File: src/rtl/el_drv_pkg.sv
`timescale 1ns/1ps
package el_drv_pkg;

    localparam int VID_W = 4;

    typedef enum logic [2:0] {
        ST_FETCH,
        ST_LOW,
        ST_HIGH,
        ST_PRE,
        ST_HSH,
        ST_HSL,
        ST_BLANK
    } drv_state_t;

    typedef struct packed {
        logic             vclk;
        logic             hs;
        logic             vs;
        logic [VID_W-1:0] vid;
    } panel_out_t;

    function automatic int ns2cyc(input int ns, input int clk_ns);
        return (ns + clk_ns - 1) / clk_ns;
    endfunction

    function automatic int imax(input int a, input int b);
        return (a > b) ? a : b;
    endfunction

    // VCLK high phase: covers both high width and data hold
    function automatic int len_hi(input int c, input int hi, input int hd);
        return imax(imax(ns2cyc(hi, c), ns2cyc(hd, c)), 1);
    endfunction

    // VCLK low phase after the capture cycle: low width, setup, full period
    function automatic int len_lo(input int c, input int lo, input int su,
                                  input int per, input int hi, input int hd);
        return imax(imax(imax(ns2cyc(lo, c), ns2cyc(su, c)),
                         ns2cyc(per, c) - len_hi(c, hi, hd) - 1), 1);
    endfunction

    function automatic int len_pre(input int c, input int h2c, input int vsl);
        return imax(imax(ns2cyc(h2c, c), ns2cyc(vsl, c)), 1);
    endfunction

    function automatic int len_hsh(input int c, input int hsh, input int vssu,
                                   input int h2c, input int vsl);
        return imax(imax(ns2cyc(hsh, c), ns2cyc(vssu, c) - len_pre(c, h2c, vsl)), 1);
    endfunction

    function automatic int len_hsl(input int c, input int hsl, input int vshd,
                                   input int h2c);
        return imax(imax(imax(ns2cyc(hsl, c), ns2cyc(vshd, c)), ns2cyc(h2c, c)), 1);
    endfunction

endpackage

File: src/rtl/el_phase_timer.sv
`timescale 1ns/1ps
module el_phase_timer #(
    parameter int W = 6
) (
    input  logic         clk,
    input  logic         rst,
    input  logic         load,
    input  logic [W-1:0] load_val,
    output logic         done
);
    logic [W-1:0] cnt;

    always_ff @(posedge clk) begin
        if (rst) begin
            cnt <= '0;
        end else if (load) begin
            cnt <= load_val;
        end else if (cnt != '0) begin
            cnt <= cnt - 1'b1;
        end
    end

    assign done = (cnt == '0);
endmodule

File: src/rtl/el_wrap_ctr.sv
`timescale 1ns/1ps
module el_wrap_ctr #(
    parameter int COUNT = 4
) (
    input  logic clk,
    input  logic rst,
    input  logic inc,
    output logic last
);
    localparam int W = (COUNT > 1) ? $clog2(COUNT) : 1;

    logic [W-1:0] val;

    always_ff @(posedge clk) begin
        if (rst) begin
            val <= '0;
        end else if (inc) begin
            val <= last ? '0 : val + 1'b1;
        end
    end

    assign last = (val == W'(COUNT - 1));
endmodule

File: src/rtl/el_video_drv.sv
`timescale 1ns/1ps
module el_video_drv
    import el_drv_pkg::*;
#(
    parameter int CLK_NS        = 5,
    parameter int NIBBLES       = 160,
    parameter int LINES         = 200,
    parameter int T_VCLK_LO_NS  = 125,
    parameter int T_VCLK_HI_NS  = 125,
    parameter int T_VCLK_PER_NS = 334,
    parameter int T_VID_SU_NS   = 100,
    parameter int T_VID_HD_NS   = 100,
    parameter int T_HS_HI_NS    = 125,
    parameter int T_HS_LO_NS    = 160,
    parameter int T_HS2CLK_NS   = 63,
    parameter int T_VS_SU_NS    = 100,
    parameter int T_VS_HD_NS    = 100,
    parameter int T_VSL_SU_NS   = 140
) (
    input  logic             clk,
    input  logic             rst,
    input  logic             pix_valid_i,
    output logic             pix_ready_o,
    input  logic [VID_W-1:0] pix_data_i,
    input  logic             blank_i,
    output logic             vclk_o,
    output logic             hs_o,
    output logic             vs_o,
    output logic [VID_W-1:0] vid_o
);
    localparam int H_LEN   = len_hi(CLK_NS, T_VCLK_HI_NS, T_VID_HD_NS);
    localparam int L_LEN   = len_lo(CLK_NS, T_VCLK_LO_NS, T_VID_SU_NS, T_VCLK_PER_NS,
                                    T_VCLK_HI_NS, T_VID_HD_NS);
    localparam int PRE_LEN = len_pre(CLK_NS, T_HS2CLK_NS, T_VSL_SU_NS);
    localparam int HSH_LEN = len_hsh(CLK_NS, T_HS_HI_NS, T_VS_SU_NS, T_HS2CLK_NS, T_VSL_SU_NS);
    localparam int HSL_LEN = len_hsl(CLK_NS, T_HS_LO_NS, T_VS_HD_NS, T_HS2CLK_NS);
    localparam int MAXLEN  = imax(imax(H_LEN, L_LEN), imax(PRE_LEN, imax(HSH_LEN, HSL_LEN)));
    localparam int TW      = $clog2(MAXLEN + 1);

    drv_state_t    state, nxt;
    panel_out_t    out_q;
    logic          t_load, t_done;
    logic [TW-1:0] t_val;
    logic          nib_inc, nib_last;
    logic          line_inc, line_last;
    logic          line_first;
    logic          take;
    logic          vs_win;

    el_phase_timer #(.W(TW)) u_timer (
        .clk      (clk),
        .rst      (rst),
        .load     (t_load),
        .load_val (t_val),
        .done     (t_done)
    );

    el_wrap_ctr #(.COUNT(NIBBLES)) u_nib_ctr (
        .clk  (clk),
        .rst  (rst),
        .inc  (nib_inc),
        .last (nib_last)
    );

    el_wrap_ctr #(.COUNT(LINES)) u_line_ctr (
        .clk  (clk),
        .rst  (rst),
        .inc  (line_inc),
        .last (line_last)
    );

    // Sequencer: one group per FETCH->LOW->HIGH pass, sync phases at row end
    always_comb begin
        nxt      = state;
        t_load   = 1'b0;
        t_val    = '0;
        nib_inc  = 1'b0;
        line_inc = 1'b0;
        take     = 1'b0;
        case (state)
            ST_FETCH: begin
                if (pix_valid_i) begin
                    take   = 1'b1;
                    nxt    = ST_LOW;
                    t_load = 1'b1;
                    t_val  = TW'(L_LEN - 1);
                end
            end
            ST_LOW: begin
                if (t_done) begin
                    nxt    = ST_HIGH;
                    t_load = 1'b1;
                    t_val  = TW'(H_LEN - 1);
                end
            end
            ST_HIGH: begin
                if (t_done) begin
                    nib_inc = 1'b1;
                    if (nib_last) begin
                        nxt    = ST_PRE;
                        t_load = 1'b1;
                        t_val  = TW'(PRE_LEN - 1);
                    end else begin
                        nxt = ST_FETCH;
                    end
                end
            end
            ST_PRE: begin
                if (t_done) begin
                    nxt    = ST_HSH;
                    t_load = 1'b1;
                    t_val  = TW'(HSH_LEN - 1);
                end
            end
            ST_HSH: begin
                if (t_done) begin
                    nxt    = ST_HSL;
                    t_load = 1'b1;
                    t_val  = TW'(HSL_LEN - 1);
                end
            end
            ST_HSL: begin
                if (t_done) begin
                    line_inc = 1'b1;
                    nxt      = (line_last && blank_i) ? ST_BLANK : ST_FETCH;
                end
            end
            ST_BLANK: begin
                if (!blank_i) begin
                    nxt = ST_FETCH;
                end
            end
            default: nxt = ST_FETCH;
        endcase
    end

    assign vs_win = (nxt == ST_PRE) || (nxt == ST_HSH) || (nxt == ST_HSL);

    always_ff @(posedge clk) begin
        if (rst) begin
            state      <= ST_FETCH;
            out_q      <= '0;
            line_first <= 1'b1;
        end else begin
            state      <= nxt;
            out_q.vclk <= (nxt == ST_HIGH);
            out_q.hs   <= (nxt == ST_HSH);
            out_q.vs   <= vs_win && line_first;
            if (take) begin
                out_q.vid <= pix_data_i;
            end else if (nxt == ST_BLANK) begin
                out_q.vid <= '0;
            end
            if (line_inc) begin
                line_first <= line_last;
            end
        end
    end

    assign pix_ready_o = (state == ST_FETCH);
    assign vclk_o      = out_q.vclk;
    assign hs_o        = out_q.hs;
    assign vs_o        = out_q.vs;
    assign vid_o       = out_q.vid;
endmodule

File: config.mk
export PLATFORM = sky130hd
export DESIGN_NAME = el_video_drv
export DESIGN_NICKNAME = d
export VERILOG_FILES = /design/src/rtl/el_drv_pkg.sv /design/src/rtl/el_phase_timer.sv /design/src/rtl/el_wrap_ctr.sv /design/src/rtl/el_video_drv.sv
export SDC_FILE = /design/constraint.sdc
export NUM_CORES = 1
export LEC_CHECK = 0
export ABC_AREA = 1
export BUFFER_PORTS_ARGS = -buffer_cell sky130_fd_sc_hd__buf_2
export CAP_MARGIN = 40
export CORE_UTILIZATION = 51
export DETAILED_ROUTE_END_ITERATION = 10
export PLACE_DENSITY = 0.83
export SLEW_MARGIN = 20
export SYNTH_ARGS = -nofsm -noshare
export SYNTH_HDL_FRONTEND = slang
export SYNTH_SLANG_ARGS = --single-unit
File: constraint.sdc
create_clock -name clk -period 1.5 [get_ports clk]
set_input_delay 0.45 -clock clk [delete_from_list [all_inputs] [get_ports clk]]
set_output_delay 0.45 -clock clk [all_outputs]
set_load 0.02 [all_outputs]
### After elaboration in Yosys (flattened, before gate mapping)

Index checks and enable logic that the tools add are counted.

* muxes and demuxes: 30
* eq/ne operators: 13
* reduce and logical (&&, ||, !) cells: 11
* $add $sub $neg: 3

Operators by type and width (count)
* $mux 3: 8
* $pmux 6 s4: 1
* $pmux 3 s7: 1
* $mux 5: 4
* $eq 3x3->1 const B: 6
* $mux 6: 3
* $add 8x1->8 const B: 2
* $eq 8x8->1 const B: 2
* $mux 8: 2
* $eq 3x2->1 const B: 4
* $mux 4: 2
* $mux 1: 7
* $logic_not 6->1: 1
* $reduce_bool 6->1: 1
* $sub 6x1->6 const B: 1
* $reduce_bool 2->1: 2
* $eq 3x1->1 const B: 1
* $logic_not 3->1: 1
* $pmux 1 s3: 1
* $reduce_or 3->1: 1
* $logic_and 1x1->1: 2
* $logic_or 1x1->1: 2
* $mux 2: 1
* $reduce_or 2->1: 1

* output and inout bits: 8
* flip-flop bits (word level): 33

### Logic depth before layout (Yosys ltp)

* word-level depth: 9
* gate-level depth with buffers: 12
* gate-level depth less buffers: 12

### Modules after synthesis

Synthesis repeated with hierarchy kept, for this count alone.

* cells, all modules: 275
* area total of the unflattened synthesis: 1874.3 sq um

Modules (own cells, without submodules)
* el_video_drv: cells an instance 93, area an instance 636.9 sq um, seq. area each 220.2 sq um, times used 1
* el_wrap_ctr (u_line_ctr): cells an instance 63, area an instance 424.2 sq um, seq. area each 160.2 sq um, times used 1
* el_wrap_ctr (u_nib_ctr): cells an instance 58, area an instance 410.4 sq um, seq. area each 160.2 sq um, times used 1
* el_phase_timer: cells an instance 61, area an instance 402.9 sq um, seq. area each 120.1 sq um, times used 1

### Worst setup path after synthesis

No wires, ideal clock.

* path kind: register to register
* from: register state[1]
* to: register out_q (netlist bit vclk_o)
* data required time: 1.385 ns
* arrival: 1.490 ns
* buffers on the path: 0
* slack: -0.105 ns
* period minus slack after synthesis: 1.605 ns
* stages on the path, launching flop included: 10
* path through: dfxtp_1 -> inv_1 -> nand2_1 -> nor2_1 -> nand2_1 -> inv_1 -> nor2_1 -> nand2_2 -> nor2_1 -> and2_1

* longest elaborated chain between the ends: 3
* elaborated cells on any way between the ends: 16
* classes of those cells: eq/ne (7); mux (8); reduce/logical (1)

RTL lines
* start: declaration: line el_video_drv.sv:40 `drv_state_t state, nxt;`
* start signal: assignment: line el_video_drv.sv:145 `state <= nxt;`
* $logic_not 3->1
* via pix_ready_o: line el_video_drv.sv:23 `output logic pix_ready_o,`
* $pmux 3 s7: line el_video_drv.sv:80 `case (state)`
* $eq 3x2->1: line el_video_drv.sv:146 `out_q.vclk <= (nxt == ST_HIGH);`
* end: declaration: line el_video_drv.sv:41 `panel_out_t out_q;`

The timed path passes the listed nets, and every way through them passes these cells.
A chain may end at the register's enable or synchronous reset.

### Worst setup path in the final report

* from: register u_timer.cnt[1]
* to: register out_q (netlist bit vs_o)

* longest elaborated chain between the ends: 7
* elaborated cells on any way between the ends: 13
* classes of those cells: eq/ne (3); mux (6); reduce/logical (4)

RTL lines
* start: declaration: line el_phase_timer.sv:11 `logic [W-1:0] cnt;`
* start signal: assignment: line el_phase_timer.sv:17 `cnt <= load_val;`
* start signal: assignment: line el_phase_timer.sv:19 `cnt <= cnt - 1'b1;`
* $logic_not 6->1 *: line el_phase_timer.sv:23 `assign done = (cnt == '0);`
* $mux 3 (on tied branches)
* $pmux 3 s7 *: line el_video_drv.sv:80
* $eq 3x2->1 or $eq 3x3->1 (tied branches): line el_video_drv.sv:137 `assign vs_win = (nxt == ST_PRE) || (nxt == ST_HSH) || (nxt == ST_HSL);`
* $logic_or 1x1->1: line el_video_drv.sv:137
* $logic_or 1x1->1 *: line el_video_drv.sv:137
* $logic_and 1x1->1 *: line el_video_drv.sv:148 `out_q.vs <= vs_win && line_first;`

Mark *: on every way between the ends. The rest lies on a longest branch, timed or not.

==> impl_metrics.json <==
{
  "slew_viol_final": 0,
  "cts.htree.levels": 2,
  "setup_ws_ps": -82.1,
  "cp-endpoint": "vs_o$_SDFF_PP0_",
  "die_x_um": 60.7,
  "finalSetupTns_ps": -661,
  "synth-seq-area-share_pct": 37.6,
  "wl_per_cell_um": 14.9,
  "crit_required_ps": 1760,
  "dpl_cell_area_mm2": 0.00217,
  "coreArea_mm2": 0.00315,
  "r2r_cells": 12,
  "powerDensity_mw_per_mm2": 1280,
  "fmax_mhz": 632,
  "cts.path.max_buffers": 2,
  "crit_arrival_ps": 1840,
  "ys.warnings.count": 0,
  "wirelength_mm": 5.38,
  "final.min_clock_period_ps": 1580,
  "final-setup-viol-count": 14,
  "ys_types": 34,
  "clock_sinks": 33,
  "clock_latency_ps": 360,
  "vias": 1921,
  "die_area_mm2": 0.00369,
  "num-fill-cells": 200,
  "final_common_cell": "nand2_1",
  "violations": "negative setup slack",
  "fin_area_mm2": 0.00256,
  "startpoint": "u_timer.cnt[1]$_SDFFE_PP0P_",
  "avgSynthCellArea_um2": 7.09,
  "rows": 20,
  "max_slew.worst_pin.slew_ps": 412,
  "r2r-start": "u_timer.cnt[1]$_SDFFE_PP0P_",
  "start_util_pct": 55.8,
  "layout.nets": 327,
  "critical_path.max_fanout": 8,
  "drt_iter0_drc": 93,
  "path_class": "flip-flop to flip-flop",
  "finalPower_w": 0.00328,
  "cts_tree": "yes",
  "drc": 0,
  "drive_gt1_share_pct": 46.8,
  "antennaDiodeCount": 0,
  "syn-num-nets": 260,
  "gp_congestion": 0.877,
  "area_delta_synth_final_pct": 45.3,
  "post-route-period-util_pct": 105,
  "layout_common_cells": "nand2_1, buf_4, inv_1",
  "dp_hpwl_mm": 3.10,
  "status": "finished, violations left",
  "endpoint_kind": "flip-flop",
  "synth-seq-cells": 33,
  "cap_violations": 0,
  "vias_per_cell": 5.34,
  "antenna_found_initial": 0,
  "root_buffer": "clkbuf_4",
  "min_path_type": "primary input to flip-flop",
  "finalHoldViolations": 0,
  "maxSlewHeadroom_pct": 72.3,
  "grt_max_degree": 14,
  "ios": 16,
  "first_pass_iters": 4,
  "netlist_area_mm2": 0.00176,
  "die_y_um": 60.7,
  "synth_cells": 248,
  "groute.usage.overall_pct": 28.7,
  "rsz0062_at_grt": "yes",
  "rr_endpoint": "vs_o$_SDFF_PP0_",
  "grt_pass1_wl_mm": 7.66,
  "r2r_setup_slack_ps": -80,
  "grt_pass1_vias": 1819,
  "fin_skew_ps": 8.75,
  "p_leak_nw": 1.16,
  "numPortBuffers": 15,
  "path_clk_slew_ps": 110,
  "startpoint_type": "flip-flop",
  "ir_drop_mv": 0.897,
  "cts_made_buffers": 5,
  "ctsHoldBuffers": 0,
  "detail-route-antenna-nets": 0,
  "grt-ovfl-total": 0
}
## through the flow
stage / setup slack, ps / instances / hold WS, ps / utilization (%)
finish: -82.1 / 360 / 349 / 81.1
global route: -149 / 360 / 347 / 81.1
CTS: -29.6 / 356 / 342 / 75.4
detailed placement: -166 / 342 / 442 / 68.7
global placement: -51.1 / 342 / 437 / 68.7
floorplan: 18.1 / 248 / 421 / -
## critical path, cell delays in order (launching register included)
cell     delay [ps]
dfxtp_2         340
inv_2            70
ha_4            130
nand2_2          60
nor2_4          160
buf_12          160
nand2_2          80
nand2_2          90
nand2_2          90
nand2_4          90
nand2_2          80
nand2_1          90
a21oi_1          60
## logic make-up after synthesis
family                     count (synthesis)  synth area share [%]
AOI/OAI and AO/OA                         33                  10.5
xor gates and xnor gates                   7                  3.49
adders and majority gates                  4                  2.85
buffers and inverters                     36                  8.32
DFF                                       33                  37.6
and+or+nand+nor                          135                  37.3
## Yosys cell counts
| master | count | area (µm²) |
|---|---|---|
| nand4_1 | 5 | 31.3 |
| nand3b_1 | 1 | 7.51 |
| a31oi_1 | 1 | 6.26 |
| dfxtp_1 | 33 | 661 |
| inv_1 | 30 | 113 |
| nand3_2 | 1 | 10.0 |
| o21ai_0 | 7 | 35.0 |
| nand2_2 | 7 | 43.8 |
| nor2_4 | 3 | 33.8 |
| nor2_2 | 2 | 12.5 |
| nor2_1 | 25 | 93.8 |
| inv_2 | 2 | 7.51 |
| clkbuf_1 | 1 | 3.75 |
| nand2_4 | 1 | 11.3 |
| or2_2 | 1 | 6.26 |
| o21ai_1 | 1 | 5.00 |
| nand2_1 | 63 | 236 |
| nand3_4 | 1 | 17.5 |
| a21oi_2 | 1 | 8.76 |
| nand3_1 | 12 | 60.1 |
| inv_4 | 1 | 6.26 |
| nor3_2 | 2 | 20.0 |
| a211oi_1 | 1 | 7.51 |
| nor3b_1 | 3 | 22.5 |
| nor3_1 | 6 | 30.0 |
| a21oi_1 | 19 | 95.1 |
| and2_1 | 1 | 6.26 |
| buf_6 | 1 | 11.3 |
| clkinv_2 | 1 | 5.00 |
| ha_1 | 4 | 50.1 |
| nor3b_2 | 1 | 12.5 |
| o211a_1 | 1 | 10.0 |
| o21ai_2 | 2 | 17.5 |
| xor2_1 | 7 | 61.3 |
## worst min path at each step
| stage | slack [ps] | cells past startpoint | end | from |
|---|---|---|---|---|
| after global placement | 440 | 2 | vs_o$_SDFF_PP0_ | line_first$_SDFFE_PP1P_ |
| after CTS | 340 | 3 | vid_o[0]$_SDFFE_PP0P_ | pix_data_i[0] |
| after global routing | 350 | 3 | vid_o[1]$_SDFFE_PP0P_ | pix_data_i[1] |
| after detailed placement | 440 | 2 | vs_o$_SDFF_PP0_ | line_first$_SDFFE_PP1P_ |
| final | 350 | 3 | vid_o[1]$_SDFFE_PP0P_ | pix_data_i[1] |
| after floorplan | 420 | 2 | vs_o$_SDFF_PP0_ | line_first$_SDFFE_PP1P_ |
## repair_timing
item | 4_1_cts | 5_1_grt
setup buffers | 6 | 4
pin swaps | 13 | 11
cloned | 0 | 0
setup endpoints to repair | 23 | 31
resized for setup | 39 | 39
## layout make-up
| class | instances | area, µm² | share of cell area [%] |
|---|---|---|---|
| Inverter | 34 | 143 | 5.58 |
| Sequential cell | 33 | 674 | 26.4 |
| Clock buffer | 6 | 41.3 | 1.62 |
| Timing Repair Buffer | 62 | 462 | 18.1 |
| Multi-Input combinational cell | 179 | 1170 | 45.8 |
| Tap cell | 44 | 55.1 | 2.15 |
| Clock inverter | 2 | 10.0 | 0.392 |
## registers in the layout, summed over array words and instances (netlist names)
signal	cells
hs_o	1
line_first	1
state	3
u_line_ctr.val	8
u_nib_ctr.val	8
u_timer.cnt	6
vclk_o	1
vid_o	4
vs_o	1
## metal layers
layer	vias up	share of wire, %	track usage [%]
met1	897	38	31.3
met2	72	53	51.0
met5	-	0	0
met3	19	5.0	8.10
li1	933	-	-
met4	0	3.4	13.6
## where the power goes
group / switching, W / internal (W)
Combinational: 0.000970 / 0.000736
Clock: 0.000337 / 0.000178
Sequential: 0.0000728 / 0.000983
Note: power is estimated with default switching activity, not from simulation.
